==> config.mk <==
export PLATFORM = sky130hd
export DESIGN_NAME = chardisp_cmd_engine
export DESIGN_NICKNAME = d
export VERILOG_FILES = /design/src/rtl/chardisp_pkg.sv /design/src/rtl/chardisp_decode.sv /design/src/rtl/chardisp_addr_step.sv /design/src/rtl/chardisp_fill.sv /design/src/rtl/chardisp_cmd_engine.sv
export SDC_FILE = /design/constraint.sdc
export NUM_CORES = 1
export LEC_CHECK = 0
export BUFFER_PORTS_ARGS = -buffer_cell sky130_fd_sc_hd__buf_2
export CAP_MARGIN = 40
export CORE_MARGIN = 5
export CORE_UTILIZATION = 55
export DETAILED_ROUTE_END_ITERATION = 10
export HOLD_SLACK_MARGIN = 0.15
export PLACE_DENSITY = 0.86
export SETUP_SLACK_MARGIN = 0.2
export SKIP_CTS_REPAIR_TIMING = 1
export SYNTH_ARGS = -nofsm -noshare
export SYNTH_HDL_FRONTEND = slang
export SYNTH_SLANG_ARGS = --single-unit
==> constraint.sdc <==
create_clock -name clk -period 6.1 [get_ports clk]
set_input_delay 0.61 -clock clk [delete_from_list [all_inputs] [get_ports clk]]
set_output_delay 0.61 -clock clk [all_outputs]
set_load 0.02 [all_outputs]
==> src/rtl/chardisp_pkg.sv <==
package chardisp_pkg;
  typedef enum logic [3:0] {
    OP_NOP, OP_CLEAR, OP_HOME, OP_ENTRY, OP_DISPCTL, OP_SHIFT,
    OP_FUNC, OP_CGADDR, OP_DDADDR, OP_WRITE, OP_READ
  } op_e;
endpackage

==> src/rtl/chardisp_decode.sv <==
module chardisp_decode
  import chardisp_pkg::*;
(
  input  logic       rs,
  input  logic       rd,
  input  logic [7:0] code,
  output op_e        op
);
  // highest set bit of a command byte selects the command
  always_comb begin
    if (rs)           op = rd ? OP_READ : OP_WRITE;
    else if (rd)      op = OP_NOP;
    else if (code[7]) op = OP_DDADDR;
    else if (code[6]) op = OP_CGADDR;
    else if (code[5]) op = OP_FUNC;
    else if (code[4]) op = OP_SHIFT;
    else if (code[3]) op = OP_DISPCTL;
    else if (code[2]) op = OP_ENTRY;
    else if (code[1]) op = OP_HOME;
    else if (code[0]) op = OP_CLEAR;
    else              op = OP_NOP;
  end
endmodule

==> src/rtl/chardisp_addr_step.sv <==
module chardisp_addr_step #(
  parameter int AW       = 7,
  parameter int CGW      = 6,
  parameter int LINE_LEN = 40,
  parameter int LINE2    = 64
) (
  input  logic [AW-1:0] cur,
  input  logic          is_cg,
  input  logic          up,
  output logic [AW-1:0] nxt
);
  localparam logic [AW-1:0] L1_END   = AW'(LINE_LEN - 1);
  localparam logic [AW-1:0] L2_START = AW'(LINE2);
  localparam logic [AW-1:0] L2_END   = AW'(LINE2 + LINE_LEN - 1);

  logic [CGW-1:0] cg_nxt;
  assign cg_nxt = up ? cur[CGW-1:0] + 1'b1 : cur[CGW-1:0] - 1'b1;

  always_comb begin
    if (is_cg)            nxt = AW'(cg_nxt);
    else if (up)          nxt = (cur == L1_END) ? L2_START :
                                (cur == L2_END) ? '0 : cur + 1'b1;
    else                  nxt = (cur == '0) ? L2_END :
                                (cur == L2_START) ? L1_END : cur - 1'b1;
  end
endmodule

==> src/rtl/chardisp_fill.sv <==
module chardisp_fill #(
  parameter int AW       = 7,
  parameter int LINE_LEN = 40,
  parameter int LINE2    = 64
) (
  input  logic          clk,
  input  logic          rst_n,
  input  logic          start,
  output logic          busy,
  output logic [AW-1:0] addr
);
  logic [AW-1:0] nxt;

  chardisp_addr_step #(.AW(AW), .CGW(AW - 1), .LINE_LEN(LINE_LEN), .LINE2(LINE2)) u_step (
    .cur(addr), .is_cg(1'b0), .up(1'b1), .nxt(nxt)
  );

  always_ff @(posedge clk) begin
    if (!rst_n) begin
      busy <= 1'b0;
      addr <= '0;
    end else if (start) begin
      busy <= 1'b1;
      addr <= '0;
    end else if (busy) begin
      addr <= nxt;
      if (nxt == '0) busy <= 1'b0;
    end
  end
endmodule

==> src/rtl/chardisp_cmd_engine.sv <==
module chardisp_cmd_engine
  import chardisp_pkg::*;
#(
  parameter int          AW        = 7,
  parameter int          CGW       = 6,
  parameter int          LINE_LEN  = 40,
  parameter int          LINE2     = 64,
  parameter logic [7:0]  FILL_CHAR = 8'h20
) (
  input  logic          clk,
  input  logic          rst_n,
  input  logic          in_valid,
  output logic          in_ready,
  input  logic          in_rs,
  input  logic          in_rd,
  input  logic [7:0]    in_byte,
  output logic          dd_we,
  output logic [AW-1:0] dd_waddr,
  output logic [7:0]    dd_wdata,
  output logic          dd_re,
  output logic [AW-1:0] dd_raddr,
  output logic          cg_we,
  output logic [CGW-1:0] cg_waddr,
  output logic [7:0]    cg_wdata,
  output logic          cg_re,
  output logic [CGW-1:0] cg_raddr,
  output logic          disp_on,
  output logic          cursor_on,
  output logic          blink_on,
  output logic          bus_8bit,
  output logic [1:0]    bright,
  output logic [$clog2(LINE_LEN)-1:0] shift_ofs,
  output logic [AW:0]   status
);
  localparam int SW = $clog2(LINE_LEN);
  localparam logic [SW-1:0] OFS_MAX = SW'(LINE_LEN - 1);

  op_e           op;
  logic          fire, fill_busy, fill_start, step_up, access;
  logic [AW-1:0] fill_addr, ac_q, ac_nxt;
  logic          cg_sel_q, inc_q, sft_q, arm_q;
  logic [SW-1:0] ofs_q, ofs_plus, ofs_minus;

  chardisp_decode u_dec (.rs(in_rs), .rd(in_rd), .code(in_byte), .op(op));

  chardisp_addr_step #(.AW(AW), .CGW(CGW), .LINE_LEN(LINE_LEN), .LINE2(LINE2)) u_step (
    .cur(ac_q), .is_cg(cg_sel_q), .up(step_up), .nxt(ac_nxt)
  );

  chardisp_fill #(.AW(AW), .LINE_LEN(LINE_LEN), .LINE2(LINE2)) u_fill (
    .clk(clk), .rst_n(rst_n), .start(fill_start), .busy(fill_busy), .addr(fill_addr)
  );

  assign in_ready   = !fill_busy;
  assign fire       = in_valid && in_ready;
  assign fill_start = fire && (op == OP_CLEAR);
  assign step_up    = (op == OP_SHIFT) ? in_byte[2] : inc_q;
  assign access     = fire && !arm_q && (op == OP_WRITE);
  assign ofs_plus   = (ofs_q == OFS_MAX) ? '0 : ofs_q + 1'b1;
  assign ofs_minus  = (ofs_q == '0) ? OFS_MAX : ofs_q - 1'b1;

  // memory ports: the clear sweep owns the display write port while busy
  assign dd_we    = fill_busy || (access && !cg_sel_q);
  assign dd_waddr = fill_busy ? fill_addr : ac_q;
  assign dd_wdata = fill_busy ? FILL_CHAR : in_byte;
  assign cg_we    = access && cg_sel_q;
  assign cg_waddr = ac_q[CGW-1:0];
  assign cg_wdata = in_byte;
  assign dd_re    = fire && (op == OP_READ) && !cg_sel_q;
  assign dd_raddr = ac_q;
  assign cg_re    = fire && (op == OP_READ) && cg_sel_q;
  assign cg_raddr = ac_q[CGW-1:0];

  assign shift_ofs = ofs_q;
  assign status    = {fill_busy, ac_q};

  always_ff @(posedge clk) begin
    if (!rst_n) begin
      ac_q <= '0; cg_sel_q <= 1'b0; inc_q <= 1'b1; sft_q <= 1'b0;
      arm_q <= 1'b0; ofs_q <= '0; disp_on <= 1'b0; cursor_on <= 1'b0;
      blink_on <= 1'b0; bus_8bit <= 1'b1; bright <= 2'b00;
    end else if (fire) begin
      if (op != OP_NOP) arm_q <= (op == OP_FUNC);
      unique case (op)
        OP_CLEAR: begin
          ac_q <= '0; cg_sel_q <= 1'b0; ofs_q <= '0; inc_q <= 1'b1;
        end
        OP_HOME: begin
          ac_q <= '0; cg_sel_q <= 1'b0; ofs_q <= '0;
        end
        OP_ENTRY:   begin inc_q <= in_byte[1]; sft_q <= in_byte[0]; end
        OP_DISPCTL: begin
          disp_on <= in_byte[2]; cursor_on <= in_byte[1]; blink_on <= in_byte[0];
        end
        OP_SHIFT: begin
          if (in_byte[3]) ofs_q <= in_byte[2] ? ofs_minus : ofs_plus;
          else            ac_q  <= ac_nxt;
        end
        OP_FUNC:   bus_8bit <= in_byte[4];
        OP_CGADDR: begin ac_q <= AW'(in_byte[CGW-1:0]); cg_sel_q <= 1'b1; end
        OP_DDADDR: begin ac_q <= in_byte[AW-1:0]; cg_sel_q <= 1'b0; end
        OP_WRITE: begin
          if (arm_q) bright <= in_byte[1:0];
          else begin
            ac_q <= ac_nxt;
            if (!cg_sel_q && sft_q) ofs_q <= inc_q ? ofs_plus : ofs_minus;
          end
        end
        OP_READ: ac_q <= ac_nxt;
        default: ;
      endcase
    end
  end
endmodule

==> impl_metrics.toml <==
[grt]
gr-total-overflow = 0
grt_start_max_net_pins = 31
grt_pass1_vias = 2802
grt_pass1_wl_um = 13020
antenna_found_initial = 0
grt_usage_pct = 24.35

[yosys]
syn_nets = 415
ys.flop_type = "dfxtp_1"
ys_types = 64
syn_inst = 395
synth_edf_count = 0
synth_seq_cells = 31
async_flop_share_pct = 0
ys_seq_area_share_pct = 21.79
netlist_area_um2 = 2848
ys_warn_count = 0
syn-mean-instance-area_um2 = 7.209

[power_and_ir_drop]
clock_power_share_pct = 37.2
powerDensity_nw_per_um2 = 184.2
ir_worst_vdd_v = 0.0001331
p_leak_nw = 1.346
p_seq_share_pct = 37.8
power_uw = 579.5
power_frac_comb_pct = 25.0
p_int_uw = 386.0
switchingPower_uw = 193.4
p_sw_share_pct = 33.38

[clock_tree]
cts_max_path_buffers = 2
cts_root_buf = "clkbuf_8"
htreeDepth = 2
clk_pin_slew_ns = 0.07
cts_buffers = 5
cts.sinks = 31
insertion_delay_ns = 0.29
cts_tree = "done"

[setup_path]
rr_startpoint = "cg_sel_q$_SDFFE_PN0P_"
crit_arrival_ns = 2.99
r2r_setup_slack_ns = 3.53
cp_max_fo = 13
crit_path_end_kind = "register"
critPathRequiredTime_ns = 6.32
critPathLaunchType = "primary input"
r2r_cells = 6
cp-startpoint = "in_rd"
worstSetupPathType = "in2reg"
rr_endpoint = "shift_ofs[2]$_SDFFE_PN0P_"

[route]
ant_nets = 0
drt-total-wl_um = 7898
viasPerCell = 6.286
drtIter0Drc = 364
dr.pass1.iters = 7
wl_per_cell_um = 15.70
vias = 3162
drc = 0

[layout]
fillers = 458
area_delta_synth_final_pct = 10.46
nets = 452
layout-drive-gt1-share_pct = 24.48
n_antenna_cell = 0
fin_cells = 503

[sta]
fmax_mhz = 360.6
finalHoldViolCount = 0
clock_skew_ns = 0.004324
min_period_over_period_pct = 45.46
drv_slew = 0
fin_setup_tns_ns = 0
rsz0062_at_grt = "false"
slew_headroom_pct = 35.34
setup_viol_count_final = 0
worst_pin_slew_ns = 0.9654
min_period_ns = 2.773

[min_path]
holdPathEnd = "bus_8bit$_SDFFE_PN1P_"
worstHoldStart = "bus_8bit$_SDFFE_PN1P_"
hold_path.class = "reg2reg"
min_path_cells = 2

[run]
maxCapViolCount = 0

[placed_design]
dp_hpwl_um = 5681
dpl.cell_count = 495
io_buffers = 79
routabilityCongestion = 1.102

[die]
die_x_um = 81.96
pin_count = 80
die_h_um = 81.96
initial_utilization_pct = 56.11
rows = 26
coreArea_um2 = 5075
dieArea_um2 = 6717

[run_status]
status = "finished clean"
-- synthesized netlist by cell type (10+ instances only) --
library cell | count | area, um^2
o21ai_0 | 29 | 145.1
nor2b_1 | 17 | 106.4
clkbuf_1 | 18 | 67.56
nand3_1 | 17 | 85.08
nand2_1 | 36 | 135.1
nor2_1 | 39 | 146.4
buf_4 | 28 | 210.2
mux2i_1 | 10 | 100.1
inv_1 | 13 | 48.80
a21oi_1 | 19 | 95.09
nor3_1 | 20 | 100.1
dfxtp_1 | 31 | 620.6
-- through the flow --
step	hold slack [ns]	worst slack, ns	util [%]	cell area, um^2
6_report	0.4860	3.327	61.98	3146
5_1_grt	0.5278	3.185	61.98	3146
4_1_cts	0.4855	3.379	61.98	3146
3_5_place_dp	0.4638	3.130	59.66	3028
3_3_place_gp	0.4552	3.233	59.66	3028
2_1_floorplan	0.4778	3.442	-	2848
-- worst max-delay path by stage --
stage | to | slack, ns | cells past startpoint
5_1_grt | dd_raddr[4]$_SDFFE_PN0P_ | 3.18 | 12
6_report | dd_raddr[4]$_SDFFE_PN0P_ | 3.33 | 12
2_1_floorplan | dd_raddr[4]$_SDFFE_PN0P_ | 3.44 | 12
3_5_place_dp | dd_raddr[4]$_SDFFE_PN0P_ | 3.13 | 12
4_1_cts | dd_raddr[4]$_SDFFE_PN0P_ | 3.38 | 12
3_3_place_gp | dd_raddr[4]$_SDFFE_PN0P_ | 3.23 | 12
-- kinds of logic (layout without fill, tap and decap cells) --
group / after synthesis / after routing / share of synthesized area, %
flops: 31 / 31 / 21.79
simple gates: 167 / 167 / 30.32
xor+xnor: 8 / 8 / 2.460
buf+inv: 63 / 101 / 12.61
mux: 12 / 12 / 4.306
fa+ha+maj: 7 / 7 / 3.075
compound gates: 107 / 107 / 25.44
-- final cells by class --
| type | count | area, um^2 | area share [%] |
|---|---|---|---|
| Clock inverter | 2 | 35.03 | 1.114 |
| Multi-Input combinational cell | 301 | 1868 | 59.39 |
| Timing Repair Buffer | 80 | 402.9 | 12.81 |
| Inverter | 13 | 48.80 | 1.551 |
| Clock buffer | 6 | 82.58 | 2.625 |
| Tap cell | 70 | 87.58 | 2.784 |
| Sequential cell | 31 | 620.6 | 19.73 |
-- cells in the final DEF, fill, tap and decap left out, types with 3 or more instances in the layout --
cell      Yosys  layout
buf_2         2      79
nor2_1       39      39
nand2_1      36      36
dfxtp_1      31      31
o21ai_0      29      29
nor3_1       20      20
a21oi_1      19      19
nor2b_1      17      17
nand3_1      17      17
inv_1        13      13
mux2i_1      10      10
a31oi_1       8       8
ha_1          7       7
clkbuf_8      0       6
nor4_1        5       5
xnor2_1       4       4
and3_1        4       4
o31ai_1       4       4
a211oi_1      4       4
o22ai_1       4       4
a21boi_0      4       4
xor2_1        4       4
or2_2         3       3
nand2b_1      3       3
o21a_1        3       3
nand4_1       3       3
o211ai_1      3       3
-- flip-flops by register name, indices dropped and copies added (netlist names), 2 cells and up --
name / count
shift_ofs: 6
dd_raddr: 7
bright: 2
u_fill.addr: 7
-- critical path: stages --
cell      delay, ns
buf_2          0.18
nor3_4         0.26
and2_1         0.25
a21boi_4       0.10
nor2_2         0.25
xnor2_1        0.11
ha_1           0.23
nor2_1         0.13
nand4_1        0.14
nand3_1        0.12
or3b_2         0.44
a31oi_1        0.17
-- power groups by stage --
stage	combinational (mW)	sequential, mW	clock [mW]
global route	0.157	0.220	0.228
finish	0.145	0.219	0.216
CTS	0.142	0.218	0.217
detailed placement	0.141	0.223	0
floorplan	0.115	0.222	0
global placement	0.140	0.223	0
-- layer usage --
layer	wire, um	up-vias	GRT usage (%)
li1	-	1478	-
met1	3198	1428	31.56
met2	3593	218	39.42
met3	852	38	5.044
met4	255	0	9.468
met5	0	-	0
Note: power is estimated with default switching activity, not from simulation.
